`config.mk`:
```
export PLATFORM = sky130hd
export DESIGN_NAME = wdt_timer
export DESIGN_NICKNAME = d
export VERILOG_FILES = /design/src/rtl/wdt_timer.sv
export SDC_FILE = /design/constraint.sdc
export NUM_CORES = 1
export LEC_CHECK = 0
export BUFFER_PORTS_ARGS = -buffer_cell sky130_fd_sc_hd__buf_4
export CAP_MARGIN = 20
export CORE_ASPECT_RATIO = 1.25
export CORE_MARGIN = 2
export CORE_UTILIZATION = 40
export DETAILED_ROUTE_END_ITERATION = 16
export PLACE_DENSITY = 0.7
export SLEW_MARGIN = 30
export SYNTH_ARGS = -nofsm -noshare
export SYNTH_HDL_FRONTEND = slang
export SYNTH_SLANG_ARGS = --single-unit
```
`constraint.sdc`:
```
create_clock -name clk -period 3.4 [get_ports clk]
set_input_delay 0.68 -clock clk [delete_from_list [all_inputs] [get_ports clk]]
set_output_delay 0.68 -clock clk [all_outputs]
set_load 0.03 [all_outputs]
```
`src/rtl/wdt_timer.sv`:
```
module wdt_timer #(
  parameter int DW        = 8,
  parameter int PS_W      = 17,
  parameter logic [7:0] KEY_CNT = 8'h5A,
  parameter logic [7:0] KEY_CSR = 8'hA5,
  parameter int PULSE_LEN = 16
) (
  input  logic            clk,
  input  logic            rst_n,
  input  logic            hw_stby,
  input  logic            sw_stby,
  input  logic            wr_en,
  input  logic            addr,
  input  logic [2*DW-1:0] wdata,
  output logic [DW-1:0]   rdata,
  output logic            ovf,
  output logic            irq,
  output logic            wdt_rst_req
);
  localparam int PW = $clog2(PULSE_LEN + 1);

  logic [PS_W-1:0] presc;
  logic [DW-1:0]   cnt_q;
  logic            ovf_q, mode_q, en_q;
  logic [2:0]      cks_q;
  logic [PW-1:0]   pul_q;

  function automatic logic [4:0] tap_shift(input logic [2:0] c);
    case (c)
      3'd0: tap_shift = 5'd1;
      3'd1: tap_shift = 5'd6;
      3'd2: tap_shift = 5'd7;
      3'd3: tap_shift = 5'd9;
      3'd4: tap_shift = 5'd11;
      3'd5: tap_shift = 5'd13;
      3'd6: tap_shift = 5'd15;
      default: tap_shift = 5'd17;
    endcase
  endfunction

  logic [PS_W:0]   mask_w;
  logic [PS_W-1:0] mask;
  logic tick, wr_cnt, wr_csr, wrap;

  assign mask_w = ({{PS_W{1'b0}}, 1'b1} << tap_shift(cks_q)) - 1'b1;
  assign mask   = mask_w[PS_W-1:0];
  assign tick   = en_q && !sw_stby && ((presc & mask) == mask);
  assign wr_cnt = wr_en && !addr && (wdata[2*DW-1:DW] == KEY_CNT);
  assign wr_csr = wr_en &&  addr && (wdata[2*DW-1:DW] == KEY_CSR);
  assign wrap   = tick && !wr_cnt && (cnt_q == {DW{1'b1}});

  always_ff @(posedge clk or negedge rst_n) begin
    if (!rst_n) begin
      presc  <= '0;
      cnt_q  <= '0;
      ovf_q  <= 1'b0;
      mode_q <= 1'b0;
      en_q   <= 1'b0;
      cks_q  <= '0;
      pul_q  <= '0;
    end else if (hw_stby) begin
      presc  <= '0;
      cnt_q  <= '0;
      ovf_q  <= 1'b0;
      mode_q <= 1'b0;
      en_q   <= 1'b0;
      cks_q  <= '0;
      pul_q  <= '0;
    end else begin
      if (!sw_stby) presc <= presc + 1'b1;

      if (!en_q)       cnt_q <= '0;
      else if (wr_cnt) cnt_q <= wdata[DW-1:0];
      else if (tick)   cnt_q <= cnt_q + 1'b1;

      if (wrap)                      ovf_q <= 1'b1;
      else if (wr_csr && !wdata[7])  ovf_q <= 1'b0;

      if (wr_csr) begin
        mode_q <= wdata[6];
        en_q   <= wdata[5];
        cks_q  <= wdata[2:0];
      end

      if (wrap && mode_q)    pul_q <= PW'(PULSE_LEN);
      else if (pul_q != '0)  pul_q <= pul_q - 1'b1;
    end
  end

  assign rdata       = addr ? DW'({ovf_q, mode_q, en_q, 2'b11, cks_q}) : cnt_q;
  assign ovf         = ovf_q;
  assign irq         = ovf_q && !mode_q;
  assign wdt_rst_req = (pul_q != '0);
endmodule


```
=== Yosys cells after proc, flatten, opt, wreduce, memory -nomap -nowiden ===
Cells that the tools add are included.
W data, S select, Z words.

* Shift operators: 1
* Add/subtract/negate cells: 4
* Eq/ne operators: 12
* Mux-type cells: 20
* Bitwise logic cells: 1
* Reduce and logical (&&, ||, !) cells: 21

{| class="wikitable"
|+ Operators by type and width
! operator !! count
|-
| $mux W8 || 5
|-
| $pmux W5 S7 || 1
|-
| $mux W17 || 2
|-
| $add A17 B1 Y17 const B || 1
|-
| $and A17 B17 Y17 || 1
|-
| $eq A17 B17 Y1 || 1
|-
| $shl A1 B5 Y17 const A || 1
|-
| $sub A17 B1 Y17 const B || 1
|-
| $eq A8 B8 Y1 const B || 2
|-
| $mux W5 || 3
|-
| $logic_and A1 B1 Y1 || 11
|-
| $eq A3 B3 Y1 const B || 3
|-
| $add A8 B1 Y8 const B || 1
|-
| $eq A8 B7 Y1 const B || 1
|-
| $mux W1 || 7
|-
| $eq A3 B2 Y1 const B || 2
|-
| $mux W3 || 2
|-
| $reduce_bool A3 Y1 || 2
|-
| $logic_not A1 Y1 || 5
|-
| $reduce_bool A5 Y1 || 1
|-
| $sub A5 B1 Y5 const B || 1
|-
| $ne A4 B2 Y1 const B || 1
|-
| $eq A3 B1 Y1 const B || 1
|-
| $logic_not A3 Y1 || 1
|-
| 2 further kinds || 2
|}

* Register bits: 36

=== Longest topological paths before layout ===
Gate-level depths: netlist of run 1.

* Depth after elaboration: 12
* Depth in mapped cells: 15
* Mapped depth without buffers: 12

=== Worst setup path before layout of run 1 ===
Ideal clock, no wire load.

* Path kind: reg-to-reg
* From: register cks_q[0]
* To: register cnt_q[1]
* Slack: 196 ps
* Clock period less this slack: 3204 ps
* Data arrival time: 3070 ps
* Cell stages (with the launch flop): 16
* Path through: dfrtp_1 inv_1 ha_1 buf_2 clkbuf_1 nor3_1 nand4_1 ha_1 or2_2 o32a_1 o211ai_1 a22oi_1 nand4_2 buf_2 mux2i_1 a21oi_1

* Cells in the longest elaborated chain, start to end: 8

{| class="wikitable"
|+ Ends and longest elaborated chain
! what !! RTL line !! RTL
|-
| from (decl) || 25 || <nowiki>logic [2:0] cks_q;</nowiki>
|-
| from (signal assigned) || 82 || <nowiki>cks_q <= wdata[2:0];</nowiki>
|-
| $eq A3 B3 Y1, or another cell as far along || 29 || <nowiki>case (c)</nowiki>
|-
| $pmux W5 S7 * || 29 ||
|-
| $shl A1 B5 Y17 * || 45 || <nowiki>assign mask_w = ({{PS_W{1'b0}}, 1'b1} << tap_shift(cks_q)) - 1'b1;</nowiki>
|-
| $sub A17 B1 Y17 * || 45 ||
|-
| $and A17 B17 Y17 || 47 || <nowiki>assign tick = en_q && !sw_stby && ((presc & mask) == mask);</nowiki>
|-
| $eq A17 B17 Y1 * || 47 ||
|-
| $logic_and A1 B1 Y1 * || 47 ||
|-
| $ne A4 B2 Y1 (no source line) * || n/a ||
|-
| to (signal assigned) || 73 || <nowiki>else if (wr_cnt) cnt_q <= wdata[DW-1:0];</nowiki>
|-
| to (signal assigned) || 74 || <nowiki>else if (tick) cnt_q <= cnt_q + 1'b1;</nowiki>
|-
| to (decl) || 23 || <nowiki>logic [DW-1:0] cnt_q;</nowiki>
|}

Every way passes the cells marked *; elsewhere a longest branch is shown, timed or not.
A chain may end at the register's enable or synchronous reset.

=== Worst setup path after layout of run 1 ===
* From: register cks_q[0]
* To: register cnt_q[4]

Same word-level chain as after synthesis.

==> results of run 1 <==
==> worst max-delay path, stage by stage, from the launching register on <==
cell       delay [ns]
dfrtp_1          0.42
inv_1            0.08
ha_1             0.35
nor3_2           0.22
nand4_1          0.13
ha_1             0.29
xor2_1           0.21
a2111oi_4        0.45
nand4_4          0.20
buf_4            0.22
or3_1            0.34
a31oi_1          0.17
==> per-layer routing <==
layer | track usage | wire length [um] | vias up
met5 | 0 | 0 | -
met4 | 0.06725 | 107 | 0
met3 | 0.03017 | 120 | 6
met2 | 0.2749 | 2852 | 30
met1 | 0.2365 | 2526 | 1041
li1 | - | - | 1092
==> kinds of logic after synthesis <==
| kind of cell | Yosys count | synth area share |
|---|---|---|
| xor gates and xnor gates | 19 | 0.06565 |
| DFF | 36 | 0.3554 |
| and+or+nand+nor | 123 | 0.2591 |
| adders and majority gates | 9 | 0.04442 |
| other | 1 | 0.001479 |
| buffers and inverters | 30 | 0.05232 |
| muxes | 15 | 0.06219 |
| AOI/OAI and AO/OA | 57 | 0.1594 |
==> final cells by class <==
class | instances | area, um2
Inverter | 16 | 60.06
Tap cell | 85 | 106.4
Clock buffer | 7 | 96.34
Timing Repair Buffer | 38 | 285.3
Multi-Input combinational cell | 224 | 1520
Sequential cell | 36 | 900.9
Fill cell | 618 | 3197
==> sequential cells by signal, indices dropped and copies added, names as in the netlist <==
register	flops
ovf	1
mode_q	1
en_q	1
presc	17
cnt_q	8
pul_q	5
cks_q	3
==> worst min path at each step <==
stage,start,to,slack (ns),cells after the start
detailed placement,presc[16]$_DFFE_PN0P_,presc[16]$_DFFE_PN0P_,0.54,2
global route,rst_n,presc[15]$_DFFE_PN0P_,0.38,1
finish,rst_n,cnt_q[5]$_DFFE_PN0P_,0.35,1
floorplan,rst_n,cks_q[0]$_DFFE_PN0P_,0.38,0
CTS,rst_n,cnt_q[6]$_DFFE_PN0P_,0.36,1
global placement,presc[16]$_DFFE_PN0P_,presc[16]$_DFFE_PN0P_,0.53,2
==> through the flow <==
stage / hold slack (ns) / setup slack [ns] / power [W]
after floorplan: 0.3844 / 0.1956 / 0.0006358
after global routing: 0.3836 / 0.04654 / 0.001102
after CTS: 0.3633 / 0.1606 / 0.001053
final: 0.3488 / 0.2463 / 0.001038
after global placement: 0.5308 / 0.3181 / 0.0007155
after detailed placement: 0.5376 / 0.1901 / 0.0007218
==> power by group through the flow <==
stage | sequential, W | clock (W) | combinational, W
finish | 0.000474 | 0.000327 | 0.000238
global route | 0.000476 | 0.000357 | 0.000269
CTS | 0.000474 | 0.000337 | 0.000242
detailed placement | 0.000482 | 0 | 0.000240
global placement | 0.000481 | 0 | 0.000234
floorplan | 0.000477 | 0 | 0.000159
==> cells in the final DEF (no fill, tap or decap), types with 5 or more instances in the layout <==
cell type   n
a21oi_1    10
a31oi_1     6
buf_4      38
clkbuf_8    7
dfrtp_1    36
ha_1        9
inv_1      16
mux2_2      6
mux2i_1     9
nand2_1    15
nand3_1    13
nor2_1     37
nor3_1     12
o21ai_0    12
o21ai_1     5
or3_1       5
xnor2_1    10
xor2_1      9
==> flow_metrics.env, run 1 <==
export IMPL_dp_hpwl_mm=4.090
export IMPL_synth_edf_count=0
export IMPL_hold_class="primary input to async pin"
export IMPL_end_kind="flip-flop"
export IMPL_synth_warnings=0
export IMPL_ff2ff_path_depth=11
export IMPL_max_slew_margin=0.6497
export IMPL_synth_top_area_cell="dfrtp_1"
export IMPL_final_cells=406
export IMPL_post_route_min_period_ns=3.154
export IMPL_comb_power_share=0.229
export IMPL_status="finished clean"
export IMPL_num_vias=2169
export IMPL_crit_end="cnt_q[4]$_DFFE_PN0P_"
export IMPL_cp_arrival_ns=3.37
export IMPL_ctsResizeCount=0
export IMPL_grtUsageTotal=0.1745
export IMPL_p_leak_nw=1.281
export IMPL_routabilityCongestion=0.8624
export IMPL_final_area_um2=2969
export IMPL_mappedNetlistArea_um2=2535
export IMPL_initial_utilization=0.4111
export IMPL_drt_iter0_drc=147
export IMPL_max_freq_mhz=317.1
export IMPL_min_period_over_period=0.9276
export IMPL_die_x_um=75.20
export IMPL_final_max_slew_viol_count=0
export IMPL_routedWlPerCell_um=13.81
export IMPL_synth_top_area_share=0.3554
export IMPL_placedInstanceArea_um2=2854
export IMPL_rrSetupSlack_ns=0.25
export IMPL_ir_worst_vdd_mv=0.3808
export IMPL_postLayoutCoreUtil=0.4815
export IMPL_cts_root_buffer="clkbuf_8"
export IMPL_r2r_start="cks_q[0]$_DFFE_PN0P_"
export IMPL_num_nets_final=352
export IMPL_die_h_um=93.01
export IMPL_pwr_share_seq=0.456
export IMPL_antenna_cells=0
export IMPL_finalSetupTns_ns=0
export IMPL_grt_start_max_net_pins=37
export IMPL_synth_area_leaders="dfrtp_1 36%, nor2_1 5.5%, ha_1 4.4%"
export IMPL_finalSetupViolations=0
export IMPL_p_int_w=0.0007457
export IMPL_placementRows=32
export IMPL_io_pins=33
export IMPL_yosysMostFrequentCell="nor2_1"
export IMPL_startpoint="cks_q[0]$_DFFE_PN0P_"
export IMPL_powerDensity_nw_per_um2=349.7
export IMPL_wirelength_mm=5.607
export IMPL_syn_avg_cell_area_um2=8.741
export IMPL_drtAntennaViolNets=0
export IMPL_synth_distinct_cells=59
export IMPL_dieArea_um2=6994
export IMPL_netlist_top_cells_count="37 x nor2_1, 36 x dfrtp_1, 16 x inv_1"
export IMPL_finalHoldViolCount=0
export IMPL_syn_to_final_growth_pct=17.13
export IMPL_cts_sinks=36
export IMPL_drive_above_1_share=0.2025
export IMPL_criticalPathCategory="flip-flop to flip-flop"
export IMPL_ys_flop_type="dfrtp_1"
export IMPL_drv_cap=0
export IMPL_swShare=0.2818
export IMPL_r2r_end="cnt_q[4]$_DFFE_PN0P_"
export IMPL_grt_antenna_before_repair=0
export IMPL_fp_coreArea_um2=6166
export IMPL_power_switching_w=0.0002926
export IMPL_rsz0062_at_grt="false"
export IMPL_clock_power_share=0.315
export IMPL_async_flop_share=1.000
export IMPL_cts_buffers=5
export IMPL_path_clk_slew_ns=0.08
export IMPL_cp_start_kind="flip-flop"
export IMPL_route_detailed_drc=0
export IMPL_ys_ff_latch=36
export IMPL_dp_cells=399
export IMPL_required_ns=3.61
export IMPL_grt_pass1_wl_mm=9.515
export IMPL_insertion_delay_ns=0.29
export IMPL_worstMarginPinSlew_ns=0.5236
export IMPL_yosysSeqAreaShare=0.3554
export IMPL_drt_first_pass_iters=4
export IMPL_synth_nets=321
export IMPL_hold_buffers=0
export IMPL_vias_per_cell=5.342
export IMPL_gr_total_overflow=0
export IMPL_postCtsSetupBuffers=0
export IMPL_grt_pass1_vias=2065
export IMPL_fin_skew_ns=0.01225
export IMPL_cts_buffer_depth=2
export IMPL_h_tree_depth=2
export IMPL_io_buffers=32
export IMPL_syn_inst=290
export IMPL_cp_max_fo=10
export IMPL_cts_tree="built"
Power figures use the tool's default switching activity.
==> inputs of run 2 (changes only) <==
--- a/config.mk
+++ b/config.mk
@@ -12,6 +12,7 @@
 export CORE_UTILIZATION = 40
 export DETAILED_ROUTE_END_ITERATION = 16
 export PLACE_DENSITY = 0.7
+export RECOVER_POWER = 25
 export SLEW_MARGIN = 30
 export SYNTH_ARGS = -nofsm -noshare
 export SYNTH_HDL_FRONTEND = slang
==> flow_metrics.env, run 2 (synthesis gave the netlist of run 1 again) <==
export IMPL_fin_skew_ns=0.01229
export IMPL_path_clk_slew_ns=0.08
export IMPL_grt_pass1_vias=2065
export IMPL_grt_start_max_net_pins=37
export IMPL_post_route_min_period_ns=3.154
export IMPL_most_common_layout_cells="37 x nor2_1, 37 x buf_4, 36 x dfrtp_1, 16 x inv_1, 15 x nand2_1"
export IMPL_hold_buffers=0
export IMPL_fp_coreArea_um2=6166
export IMPL_gr_total_overflow=0
export IMPL_worstMarginPinSlew_ns=1.967
export IMPL_end_kind="flip-flop"
export IMPL_dieArea_um2=6994
export IMPL_fillers=620
export IMPL_reg_largest_list="presc (17), cnt_q (8), pul_q (5)"
export IMPL_criticalPathCategory="flip-flop to flip-flop"
export IMPL_status="complete, but fails checks"
export IMPL_drt_iter0_drc=147
export IMPL_met2WireLength_mm=2.857
export IMPL_grt_antenna_before_repair=0
export IMPL_initial_utilization=0.4111
export IMPL_finalSetupTns_ns=0
export IMPL_final_max_slew_viol_count=37
export IMPL_vias_per_cell=5.345
export IMPL_hold_class="flip-flop to flip-flop"
export IMPL_violations="max-capacitance violations, max-slew violations"
export IMPL_route_detailed_drc=0
export IMPL_p_total_w=0.001037
export IMPL_grt_pass1_wl_mm=9.515
export IMPL_placementRows=32
export IMPL_die_x_um=75.20
export IMPL_die_h_um=93.01
export IMPL_cp_max_fo=10
export IMPL_drv_cap=1
export IMPL_grtUsageTotal=0.1745
export IMPL_syn_to_final_growth_pct=16.98
export IMPL_io_pins=33
export IMPL_powerDensity_nw_per_um2=349.8
export IMPL_cp_slowest_stage_delay_ns=0.45
export IMPL_cts_root_buffer="clkbuf_8"
export IMPL_io_buffers=32
export IMPL_routedWlPerCell_um=13.79
export IMPL_cp_start_kind="flip-flop"
export IMPL_drt_first_pass_iters=4
export IMPL_cts_buffer_depth=2
export IMPL_h_tree_depth=2
export IMPL_rsz0062_at_grt="false"
export IMPL_num_nets_final=352
export IMPL_routabilityCongestion=0.8624
export IMPL_regMostFlops="presc"
export IMPL_path_cells="inv_1 -> ha_1 -> nor3_2 -> nand4_1 -> ha_1 -> xor2_1 -> a2111oi_4 -> nand4_4 -> buf_4 -> or3_1 -> a31oi_1"
export IMPL_cts_tree="built"
export IMPL_insertion_delay_ns=0.29
export IMPL_cts_sinks=36
export IMPL_ir_worst_vdd_mv=0.3807
export IMPL_finalHoldViolCount=0
export IMPL_postCtsSetupBuffers=0
export IMPL_wirelength_mm=5.600
export IMPL_required_ns=3.61
export IMPL_largest_reg_flops=17
export IMPL_cp_arrival_ns=3.37
export IMPL_drtAntennaViolNets=0
export IMPL_num_vias=2170
export IMPL_drive_above_1_share=0.1994
export IMPL_antenna_cells=0
export IMPL_min_period_over_period=0.9276
export IMPL_path_common_cell="ha_1"
export IMPL_wl_met1_mm=2.514
export IMPL_top_layer="met4"
export IMPL_max_slew_margin=-0.3113
export IMPL_cpMaxStageDelayCell="a2111oi_4"
export IMPL_dp_hpwl_mm=4.090
export IMPL_dr_wl_met3_um=120
export IMPL_p_leak_nw=1.278
export IMPL_finalSetupViolations=0
export IMPL_cts_buffers=5
export IMPL_ctsResizeCount=0
export IMPL_max_freq_mhz=317.1
[run 2: cell type report]
cell class	count	area (um2)	area share
Multi-Input combinational cell	224	1520	0.5127
Clock buffer	7	96.34	0.03249
Timing Repair Buffer	38	281.5	0.09494
Tap cell	85	106.4	0.03587
Sequential cell	36	900.9	0.3038
Inverter	16	60.06	0.02025
[run 2: power breakdown]
group	internal, W	switching [W]
combinational	0.000112	0.000126
sequential	0.000453	0.0000206
clock	0.000180	0.000146
total	0.000745	0.000292
[run 2: critical path: cells and delay by family, from the launching register on]
family / cells / cell delay [ns]
AO/OA/AOI/OAI: 2 / 0.62
XOR/XNOR: 1 / 0.21
adder cells (fa/ha/maj): 2 / 0.64
buffers and inverters: 2 / 0.30
flip-flops: 1 / 0.42
AND/OR/NAND/NOR: 4 / 0.89
[run 2: per-stage QoR]
step	hold WS, ns	cell area, um2	setup slack (ns)	std cells	util
2_1_floorplan	0.3844	2535	0.1956	290	-
3_3_place_gp	0.5308	2854	0.3181	399	0.4629
3_5_place_dp	0.5376	2854	0.1901	399	0.4629
4_1_cts	0.3633	2950	0.1606	406	0.4785
5_1_grt	0.6011	2965	0.04654	406	0.4809
6_report	0.5523	2965	0.2463	406	0.4809
[run 2: worst paths after layout]
path,from,end,slack [ns],cells past startpoint
min in group asynchronous,rst_n,cnt_q[5]$_DFFE_PN0P_,0.94,1
hold reg to reg,presc[16]$_DFFE_PN0P_,presc[16]$_DFFE_PN0P_,0.55,2
hold / removal,presc[16]$_DFFE_PN0P_,presc[16]$_DFFE_PN0P_,0.55,2
max in group asynchronous,rst_n,mode_q$_DFFE_PN0P_,1.33,1
setup reg to reg,cks_q[0]$_DFFE_PN0P_,cnt_q[4]$_DFFE_PN0P_,0.25,11
setup / recovery,cks_q[0]$_DFFE_PN0P_,cnt_q[4]$_DFFE_PN0P_,0.25,11
[run 2: per-layer routing]
layer  vias up  track usage
met4         0      0.06725
li1       1091            -
met3         6      0.03017
met1      1043       0.2365
met5         -            0
met2        30       0.2749
